### src/rtl/fcs_pkg.sv
package fcs_pkg;

    localparam int unsigned FCS_DLY_W = 8;

    typedef enum logic [2:0] {
        PH_IDLE,
        PH_GAP,
        PH_SETUP,
        PH_SHIFT,
        PH_HOLD
    } fcs_phase_e;

    typedef struct packed {
        logic [FCS_DLY_W-1:0] setup;
        logic [FCS_DLY_W-1:0] hold;
        logic [FCS_DLY_W-1:0] idle;
        logic [FCS_DLY_W-1:0] swtch;
    } fcs_timing_t;

    function automatic logic [FCS_DLY_W-1:0] fcs_floor1(input logic [FCS_DLY_W-1:0] v);
        return (v == '0) ? FCS_DLY_W'(1) : v;
    endfunction

    function automatic logic [FCS_DLY_W-1:0] fcs_max(input logic [FCS_DLY_W-1:0] a,
                                                     input logic [FCS_DLY_W-1:0] b);
        return (a > b) ? a : b;
    endfunction

endpackage

### src/rtl/fcs_gap_track.sv
module fcs_gap_track
    import fcs_pkg::*;
#(
    parameter int unsigned SEL_W = 4
) (
    input  logic                 clk,
    input  logic                 rst,
    input  logic                 rel,
    input  logic [SEL_W-1:0]     rel_dev,
    output logic [FCS_DLY_W-1:0] gap_cnt,
    output logic [SEL_W-1:0]     last_dev,
    output logic                 have_last
);
    always_ff @(posedge clk) begin
        if (rst) begin
            gap_cnt   <= '1;
            last_dev  <= '0;
            have_last <= 1'b0;
        end else if (rel) begin
            gap_cnt   <= FCS_DLY_W'(1);
            last_dev  <= rel_dev;
            have_last <= 1'b1;
        end else if (gap_cnt != '1) begin
            gap_cnt <= gap_cnt + FCS_DLY_W'(1);
        end
    end
endmodule

### src/rtl/fcs_phase_fsm.sv
module fcs_phase_fsm
    import fcs_pkg::*;
#(
    parameter int unsigned SEL_W = 4,
    parameter int unsigned LEN_W = 16
) (
    input  logic                 clk,
    input  logic                 rst,
    input  logic                 req_valid,
    input  logic [SEL_W-1:0]     req_dev,
    input  logic [LEN_W-1:0]     req_len,
    input  fcs_timing_t          req_tim,
    input  logic                 req_enc,
    input  logic [FCS_DLY_W-1:0] gap_cnt,
    input  logic [SEL_W-1:0]     last_dev,
    input  logic                 have_last,
    output logic [SEL_W-1:0]     cur_dev,
    output logic                 cur_enc,
    output logic                 cs_active,
    output logic                 busy,
    output logic                 sclk_en,
    output logic                 shift_last,
    output logic                 rel
);
    localparam int unsigned CNT_W = (LEN_W > FCS_DLY_W) ? LEN_W : FCS_DLY_W;

    fcs_phase_e        phase;
    logic [CNT_W-1:0]  cnt;
    logic [LEN_W-1:0]  len_q;
    fcs_timing_t       tim_q;
    logic [FCS_DLY_W-1:0] need;
    logic              gap_ok;
    logic              cnt_zero;

    always_comb begin
        need = fcs_floor1(tim_q.idle);
        if (have_last && (cur_dev != last_dev))
            need = fcs_max(need, fcs_floor1(tim_q.swtch));
        gap_ok = (gap_cnt >= need);
    end

    assign cnt_zero   = (cnt == '0);
    assign busy       = (phase != PH_IDLE);
    assign cs_active  = (phase == PH_SETUP) || (phase == PH_SHIFT) || (phase == PH_HOLD);
    assign sclk_en    = (phase == PH_SHIFT);
    assign shift_last = (phase == PH_SHIFT) && cnt_zero;
    assign rel        = (phase == PH_HOLD) && cnt_zero;

    always_ff @(posedge clk) begin
        if (rst) begin
            phase   <= PH_IDLE;
            cnt     <= '0;
            len_q   <= '0;
            tim_q   <= '0;
            cur_dev <= '0;
            cur_enc <= 1'b0;
        end else begin
            case (phase)
                PH_IDLE: if (req_valid) begin
                    cur_dev <= req_dev;
                    cur_enc <= req_enc;
                    tim_q   <= req_tim;
                    len_q   <= (req_len == '0) ? LEN_W'(1) : req_len;
                    phase   <= PH_GAP;
                end
                PH_GAP: if (gap_ok) begin
                    cnt   <= CNT_W'(fcs_floor1(tim_q.setup)) - CNT_W'(1);
                    phase <= PH_SETUP;
                end
                PH_SETUP: if (cnt_zero) begin
                    cnt   <= CNT_W'(len_q) - CNT_W'(1);
                    phase <= PH_SHIFT;
                end else begin
                    cnt <= cnt - CNT_W'(1);
                end
                PH_SHIFT: if (cnt_zero) begin
                    cnt   <= CNT_W'(fcs_floor1(tim_q.hold)) - CNT_W'(1);
                    phase <= PH_HOLD;
                end else begin
                    cnt <= cnt - CNT_W'(1);
                end
                PH_HOLD: if (cnt_zero) begin
                    phase <= PH_IDLE;
                end else begin
                    cnt <= cnt - CNT_W'(1);
                end
                default: phase <= PH_IDLE;
            endcase
        end
    end
endmodule

### src/rtl/fcs_cs_drive.sv
module fcs_cs_drive #(
    parameter int unsigned NUM_CS = 16,
    parameter int unsigned SEL_W  = 4
) (
    input  logic              active,
    input  logic              enc,
    input  logic [SEL_W-1:0]  dev,
    output logic [NUM_CS-1:0] cs_n,
    output logic [SEL_W-1:0]  cs_enc,
    output logic              cs_enc_n
);
    for (genvar g = 0; g < NUM_CS; g++) begin : g_line
        assign cs_n[g] = !(active && !enc && (dev == SEL_W'(g)));
    end

    assign cs_enc   = dev;
    assign cs_enc_n = !(active && enc);
endmodule

### src/rtl/fcs_cap_delay.sv
module fcs_cap_delay #(
    parameter int unsigned DEPTH = 8,
    localparam int unsigned DLY_SEL_W = (DEPTH > 1) ? $clog2(DEPTH) : 1
) (
    input  logic                 clk,
    input  logic                 rst,
    input  logic                 launch_pulse,
    input  logic                 return_pulse,
    input  logic                 use_ret,
    input  logic [DLY_SEL_W-1:0] dly,
    output logic                 cap_pulse
);
    logic [DEPTH-1:0] tap;

    assign tap[0] = use_ret ? return_pulse : launch_pulse;

    for (genvar g = 1; g < DEPTH; g++) begin : g_stage
        always_ff @(posedge clk) begin
            if (rst) tap[g] <= 1'b0;
            else     tap[g] <= tap[g-1];
        end
    end

    assign cap_pulse = tap[dly];
endmodule

### src/rtl/flash_cs_seq.sv
module flash_cs_seq
    import fcs_pkg::*;
#(
    parameter int unsigned NUM_CS    = 16,
    parameter int unsigned LEN_W     = 16,
    parameter int unsigned CAP_DEPTH = 8,
    localparam int unsigned SEL_W    = (NUM_CS > 1) ? $clog2(NUM_CS) : 1,
    localparam int unsigned CAP_W    = (CAP_DEPTH > 1) ? $clog2(CAP_DEPTH) : 1
) (
    input  logic                 clk,
    input  logic                 rst,
    input  logic                 req_valid,
    input  logic [SEL_W-1:0]     req_dev,
    input  logic [LEN_W-1:0]     req_len,
    input  logic [FCS_DLY_W-1:0] cfg_setup,
    input  logic [FCS_DLY_W-1:0] cfg_hold,
    input  logic [FCS_DLY_W-1:0] cfg_idle,
    input  logic [FCS_DLY_W-1:0] cfg_switch,
    input  logic                 cfg_encoded,
    input  logic                 cfg_cap_ret,
    input  logic [CAP_W-1:0]     cfg_cap_dly,
    input  logic                 launch_pulse,
    input  logic                 return_pulse,
    output logic                 busy,
    output logic [NUM_CS-1:0]    cs_n,
    output logic [SEL_W-1:0]     cs_enc,
    output logic                 cs_enc_n,
    output logic                 sclk_en,
    output logic                 shift_last,
    output logic                 cap_pulse
);
    fcs_timing_t          tim;
    logic [FCS_DLY_W-1:0] gap_cnt;
    logic [SEL_W-1:0]     last_dev;
    logic                 have_last;
    logic [SEL_W-1:0]     cur_dev;
    logic                 cur_enc;
    logic                 cs_active;
    logic                 rel;

    assign tim = '{setup: cfg_setup, hold: cfg_hold, idle: cfg_idle, swtch: cfg_switch};

    fcs_gap_track #(.SEL_W(SEL_W)) u_gap (
        .clk(clk), .rst(rst), .rel(rel), .rel_dev(cur_dev),
        .gap_cnt(gap_cnt), .last_dev(last_dev), .have_last(have_last)
    );

    fcs_phase_fsm #(.SEL_W(SEL_W), .LEN_W(LEN_W)) u_fsm (
        .clk(clk), .rst(rst), .req_valid(req_valid), .req_dev(req_dev),
        .req_len(req_len), .req_tim(tim), .req_enc(cfg_encoded),
        .gap_cnt(gap_cnt), .last_dev(last_dev), .have_last(have_last),
        .cur_dev(cur_dev), .cur_enc(cur_enc), .cs_active(cs_active),
        .busy(busy), .sclk_en(sclk_en), .shift_last(shift_last), .rel(rel)
    );

    fcs_cs_drive #(.NUM_CS(NUM_CS), .SEL_W(SEL_W)) u_drv (
        .active(cs_active), .enc(cur_enc), .dev(cur_dev),
        .cs_n(cs_n), .cs_enc(cs_enc), .cs_enc_n(cs_enc_n)
    );

    fcs_cap_delay #(.DEPTH(CAP_DEPTH)) u_cap (
        .clk(clk), .rst(rst), .launch_pulse(launch_pulse),
        .return_pulse(return_pulse), .use_ret(cfg_cap_ret),
        .dly(cfg_cap_dly), .cap_pulse(cap_pulse)
    );
endmodule

### config.mk
export PLATFORM = sky130hd
export DESIGN_NAME = flash_cs_seq
export DESIGN_NICKNAME = d
export VERILOG_FILES = /design/src/rtl/fcs_pkg.sv /design/src/rtl/fcs_gap_track.sv /design/src/rtl/fcs_phase_fsm.sv /design/src/rtl/fcs_cs_drive.sv /design/src/rtl/fcs_cap_delay.sv /design/src/rtl/flash_cs_seq.sv
export SDC_FILE = /design/constraint.sdc
export NUM_CORES = 1
export LEC_CHECK = 0
export BUFFER_PORTS_ARGS = -buffer_cell sky130_fd_sc_hd__clkbuf_2
export CAP_MARGIN = 20
export CORE_UTILIZATION = 50
export DETAILED_ROUTE_END_ITERATION = 8
export PLACE_DENSITY = 0.74
export SLEW_MARGIN = 20
export SYNTH_ARGS = -nofsm -noshare
export SYNTH_HDL_FRONTEND = slang
export SYNTH_HIERARCHICAL = 1
export SYNTH_SLANG_ARGS = --single-unit
### constraint.sdc
create_clock -name clk -period 3.9 [get_ports clk]
set_clock_uncertainty 0.1 [all_clocks]
set_input_delay 0.585 -clock clk [delete_from_list [all_inputs] [get_ports clk]]
set_output_delay 0.585 -clock clk [all_outputs]
set_load 0.05 [all_outputs]
# Yosys cells after proc, flatten, opt, wreduce, memory -nomap -nowiden
# Index checks and enable logic that the tools add are counted.
totals:
  reg_bits: 92
  elab_cells: 134
op_classes:
  n_reduce_logical: 56
  addsub: 5
  mux: 23
  order_cmp: 3
  n_eq_ne: 27
op_table:
  columns: ["operator", "count"]
  rows:
  - ["two-way mux 16 bit", 5]
  - ["two-way mux 8 bit", 8]
  - ["one-hot mux 16 bit (4 select lines)", 1]
  - ["equality test 4 bit (second input constant)", 8]
  - ["logical NOT 16 bit", 2]
  - ["logical NOT 8 bit", 4]
  - ["subtractor 16 x 1 -> 16 bit (second input constant)", 2]
  - ["logical AND 1 bit", 21]
  - ["logical NOT 1 bit", 18]
  - ["subtractor 8 x 1 -> 9 bit (second input constant)", 2]
  - ["equality test 4 x 3 -> 1 bit (second input constant)", 4]
  - ["two-way mux 3 bit", 5]
  - ["one-hot mux 3 bit (5 select lines)", 1]
  - ["adder 8 x 1 -> 8 bit (second input constant)", 1]
  - ["equality test 4 x 2 -> 1 bit (second input constant)", 2]
  - [">= comparator 8 bit", 1]
  - ["> comparator 8 bit", 1]
  - ["inequality test 2 x 1 -> 1 bit (second input constant)", 4]
  - ["inequality test 8 bit (second input constant)", 1]
  - ["equality test 3 x 2 -> 1 bit (second input constant)", 2]
  - ["AND reduction 5 bit", 1]
  - ["equality test 4 x 1 -> 1 bit (second input constant)", 1]
  - ["logical NOT 4 bit", 1]
  - ["< comparator 3 x 4 -> 1 bit (second input constant)", 1]
  - ["14 further kinds", 17]

# Logic depth before layout (Yosys ltp)
depth:
  depth_word: 8
  ltp_mapped: 19

# Modules after synthesis
# Netlist, hierarchy kept.
by_module_without_submodules:
  columns: ["mod", "cells_each", "area_each_um2", "instances"]
  rows:
  - ["fcs_phase_fsm", 655, 4803.4, 1]
  - ["fcs_gap_track", 63, 588.1, 1]
  - ["fcs_cap_delay", 18, 255.2, 1]
  - ["fcs_cs_drive", 28, 181.4, 1]

# Worst setup path after synthesis
# Ideal clock, no wire load.
synth_timing:
  path_type: "register -> register"
  start: "register u_fsm/tim_q[11] in the netlist's numbering"
  end: "register u_fsm.cnt[1]"
  n_path_buf: 2
  arrival_time_ns: 3.783
  synth_period_minus_slack_ns: 4.002
  setup_time_ns: 0.119
  path_slack_ns: -0.102
  stages_incl_launch_ff: 19
  cell_sequence: "dfxtp_1 > nor4_1 > a21oi_1 > ha_1 > nor2b_1 > o21a_1 > o21a_1 > o21a_1 > clkbuf_1 > or2_2 > clkbuf_1 > a311oi_1 > ha_1 > or4b_2 > a21oi_1 > o21ai_0 > o21ai_0 > nor2_1 > o221a_1"
synth_via:
  elab_chain_cells: 8
synth_lines:
  columns: ["item", "line", "text"]
  rows:
  - ["start: declaration", "fcs_phase_fsm.sv:30", "fcs_timing_t tim_q;"]
  - ["start signal: assignment", "fcs_phase_fsm.sv:62", "tim_q <= req_tim;"]
  - ["logical NOT 8 bit", "fcs_pkg.sv:21", "return (v == '0) ? FCS_DLY_W'(1) : v;"]
  - ["two-way mux 8 bit (*)", "fcs_pkg.sv:21", null]
  - ["> comparator 8 bit", "fcs_pkg.sv:26", "return (a > b) ? a : b;"]
  - ["two-way mux 8 bit", "fcs_pkg.sv:26", null]
  - ["two-way mux 8 bit (*)", "fcs_phase_fsm.sv:37", "if (have_last && (cur_dev != last_dev))"]
  - [">= comparator 8 bit (*)", "fcs_phase_fsm.sv:39", "gap_ok = (gap_cnt >= need);"]
  - ["inequality test 2 x 1 -> 1 bit (no line) (*)", null, null]
  - ["AND reduction 3 bit (no line) (*)", null, null]
  - ["end signal: assignment", "fcs_phase_fsm.sv:67", "cnt <= CNT_W'(fcs_floor1(tim_q.setup)) - CNT_W'(1);"]
  - ["end signal: assignment", "fcs_phase_fsm.sv:71", "cnt <= CNT_W'(len_q) - CNT_W'(1);"]
  - ["end signal: assignment", "fcs_phase_fsm.sv:74", "cnt <= cnt - CNT_W'(1);"]
  - ["end: declaration", "fcs_phase_fsm.sv:28", "logic [CNT_W-1:0] cnt;"]
# Mark *: on every way between the ends. The rest lies on a longest branch, timed or not.
# A chain may end at the register's enable or synchronous reset.

# Worst setup path after layout
layout_timing:
  start: "register u_fsm/tim_q[11] in the netlist's numbering"
  end: "register u_fsm.cnt[8]"
# The elaborated chain is that of the path after synthesis.

==> summary.txt <==
Wire per inst = 16.35 um
Clock-pin slew on the worst setup and hold paths = 0.07 ns
Worst reg2reg endpoint = u_fsm/cnt[8]
Seq pwr share = 26.5%
Pwr Total = 5.418 mW
Comb pwr share = 56.8%
Commonest non-fill, non-tap cell in the layout = nand2_1
Worst hold path endpoint = u_fsm/tim_q[22]
Most Frequent Cell on Critical Path = o21a_1
Rows = 39
Crit-path cells = nor4_2, a21oi_1, ha_1, nor2b_1, o21a_1, o21a_1, o21a_1, or2_4, a311oi_2, ha_1, or4b_2, a21oi_2, o21a_1, a21boi_1, buf_6, a21oi_1, a211oi_1
Vias/cell = 6.022
CTS tree = yes
Die X = 110.0 um
Synth Warn # = 6
HP Start = cfg_hold[6]
Placed cell count = 963
Clk sink count = 92
Max Root-Sink Buffers = 2
First-pass GRT wire length = 25,350 um
Max-slew violations = 0
Routed Antenna Nets = 0
CP Capture Type = register
Final setup TNS = 0 ns
CP arrival = 3.86 ns
Clock power share = 16.7%
R2R Setup Slk = 0.15 ns
Final setup violation count = 0
Share of the synthesized area in the top cell type = 31.60%
Worst-path fanout max = 15
Dpl hpwl = 11,890 um
Full die area = 0.01209 mm2
Mapped Nets = 848
Max-Cap Viols = 0
Final net count = 916
Final WS setup = 0.1461 ns
Drt total wl = 16,020 um
Leakage power figure = 2.706 nW
Diodes inserted = 0
Total Routing Usage GR = 27.18%
Status = complete, no violations
Root buffer cell = clkbuf_16
PortBufs = 86
Post-synth cell types = 88
Place WS = -0.04251 ns
CP required = 4.01 ns
Syn_area_per_cell = 7.628 um2
Worst reg2reg path startpoint = u_fsm/tim_q[11]
H-Tree Level Count = 3
Core Region = 0.01137 mm2
Depth of the worst register-to-register path = 17
P per Cell Area = 796.2 mW/mm2
Routed vias = 5,902
TritonRoute pass-1 iters = 5
Top cells by area, synth = dfxtp_1, nand2_1, a21oi_1, ha_1, xnor2_1
Iteration-0 DRC count of the detailed router = 448
Flops & latches, synth = 92
Worst vdd ir = 446.9 uV
Least-Margin Pin Slew = 0.8458 ns
Post-synth ARST share = 0%
Io pins = 87
Register area share after synthesis = 31.60%
TritonCTS buffer count = 9
Int Pwr = 2.882 mW
Cell taking the most area after synthesis = dfxtp_1
Filler cells = 1,044
RSZ-0062 raised after global routing = yes
Initial antenna violation count = 0
Minimum clock period after layout = 3.754 ns
Fin. Hold Viols = 0
Initial Util = 51.26%
Period utilisation layout = 96.25%
Critical path's largest stage delay = 0.62 ns
Most frequent cells in the layout = nand2_1, dfxtp_1, clkbuf_2, a21oi_1, nor2_1
Worst hold path depth = 3
Share of cells above drive strength 1 = 21.39%
CP Launch Type = register
Non-Filler Instances = 980
Largest net degree at the start of global routing = 57
Sw Share = 46.80%
Crit Path Category = register to register
GP Congestion = 0.8863
Top_reg_cell synth = dfxtp_1
F_max = 266.4 MHz
Sw Pwr = 2.536 mW
Worst-skew pair later-pin latency = 0.36 ns
Syn-to-layout area delta = 16.75%
EDFF count, synth = 0
Vias in the first global route = 5,185
Highest-delay cell along the critical path = or4b_2
Post-Synthesis Cells = 764
Hold Crit Class = primary input to register
GRT overflow = 0
Slew headroom = 43.61%
Die Y-Extent = 110.0 um
Post-synthesis cell area = 0.005828 mm2
Drt drc = 0
## per-stage QoR
stage / utilization (%) / hold WS [ns] / instance area (um2)
floorplan: - / 0.3324 / 5829
global placement: 56.23 / 0.3466 / 6394
detailed placement: 56.23 / 0.3491 / 6394
CTS: 59.01 / 0.3376 / 6709
global route: 59.84 / 0.3476 / 6804
finish: 59.84 / 0.3407 / 6804
## how the worst max path moves through the flow
stage	slack, ns	startpoint	depth (start not counted)	end
finish	0.15	u_fsm/tim_q[11]	17	u_fsm/cnt[8]
detailed placement	-0.04	u_fsm/tim_q[14]	17	u_fsm/cnt[3]
floorplan	0.008	u_fsm/tim_q[11]	18	u_fsm/cnt[1]
CTS	0.03	u_fsm/tim_q[3]	17	u_fsm/cnt[14]
global route	-0.07	u_fsm/tim_q[6]	17	u_fsm/cnt[10]
global placement	0.06	u_fsm/tim_q[15]	17	u_fsm/cnt[3]
## sequential cells by signal, indices dropped and copies added, names as in the netlist
register	cells
u_fsm/len_q	16
u_fsm/phase	3
u_fsm/tim_q	32
u_cap/tap	7
u_gap/have_last	1
u_fsm/cnt	16
u_gap/last_dev	4
u_fsm/cur_enc	1
u_fsm/cur_dev	4
u_gap/gap_cnt	8
## cell usage after synthesis (15+ instances only)
| cell type | count |
|---|---|
| clkbuf_1 | 42 |
| xor2_1 | 15 |
| nand2_1 | 152 |
| ha_1 | 22 |
| xnor2_1 | 19 |
| dfxtp_1 | 92 |
| nor4_1 | 17 |
| nor3_1 | 26 |
| nor2_1 | 36 |
| a21oi_1 | 91 |
| inv_1 | 27 |
| o21ai_0 | 25 |
## power by group through the flow
stage	logic (mW)	clock network (mW)	registers [mW]
final	3.08	0.904	1.44
after CTS	2.91	0.921	1.42
after global placement	2.81	0	1.43
after detailed placement	2.88	0	1.44
after global routing	3.37	0.957	1.47
after floorplan	2.27	0	1.35
## per-layer routing
layer  vias up  GRT usage (%)  routed length (um)
met5         -              0                   0
met4         0          10.19                 245
met3        22          5.276                1179
met2       255          40.58                7138
met1      2748          38.44                7457
li1       2877              -                   -
## critical path, delay by kind of cell (launching register included)
kind / cells / cell delay, ns
DFF: 1 / 0.32
and+or+nand+nor: 4 / 1.24
AOI/OAI and AO/OA: 10 / 1.37
adders and majority gates: 2 / 0.41
buffers and inverters: 1 / 0.17
## repair_timing
action | CTS | global route
hold buffers | 0 | 0
gates cloned | 0 | 0
pin swaps | 1 | 6
endpoints found under the setup margin | 8 | 16
gates resized for setup | 1 | 24
setup buffers | 1 | 0
## layout make-up
cell class                      count  area (um2)  share of cell area, %
Multi-Input combinational cell    592        3750                  55.11
Inverter                           28       105.1                  1.545
Timing Repair Buffer              109       619.3                  9.103
Sequential cell                    92        1843                  27.09
Clock buffer                        9       225.2                  3.310
Tap cell                          143       178.9                  2.630
Clock inverter                      7       82.58                  1.214
## kinds of logic after synthesis
group,share of synthesized area [%]
AO/OA/AOI/OAI,22.59
XOR/XNOR,5.110
adder cells (fa/ha/maj),4.723
buffers and inverters,5.603
flip-flops,31.60
multiplexers,2.254
AND/OR/NAND/NOR,28.12
Note: power is estimated with default switching activity, not from simulation.
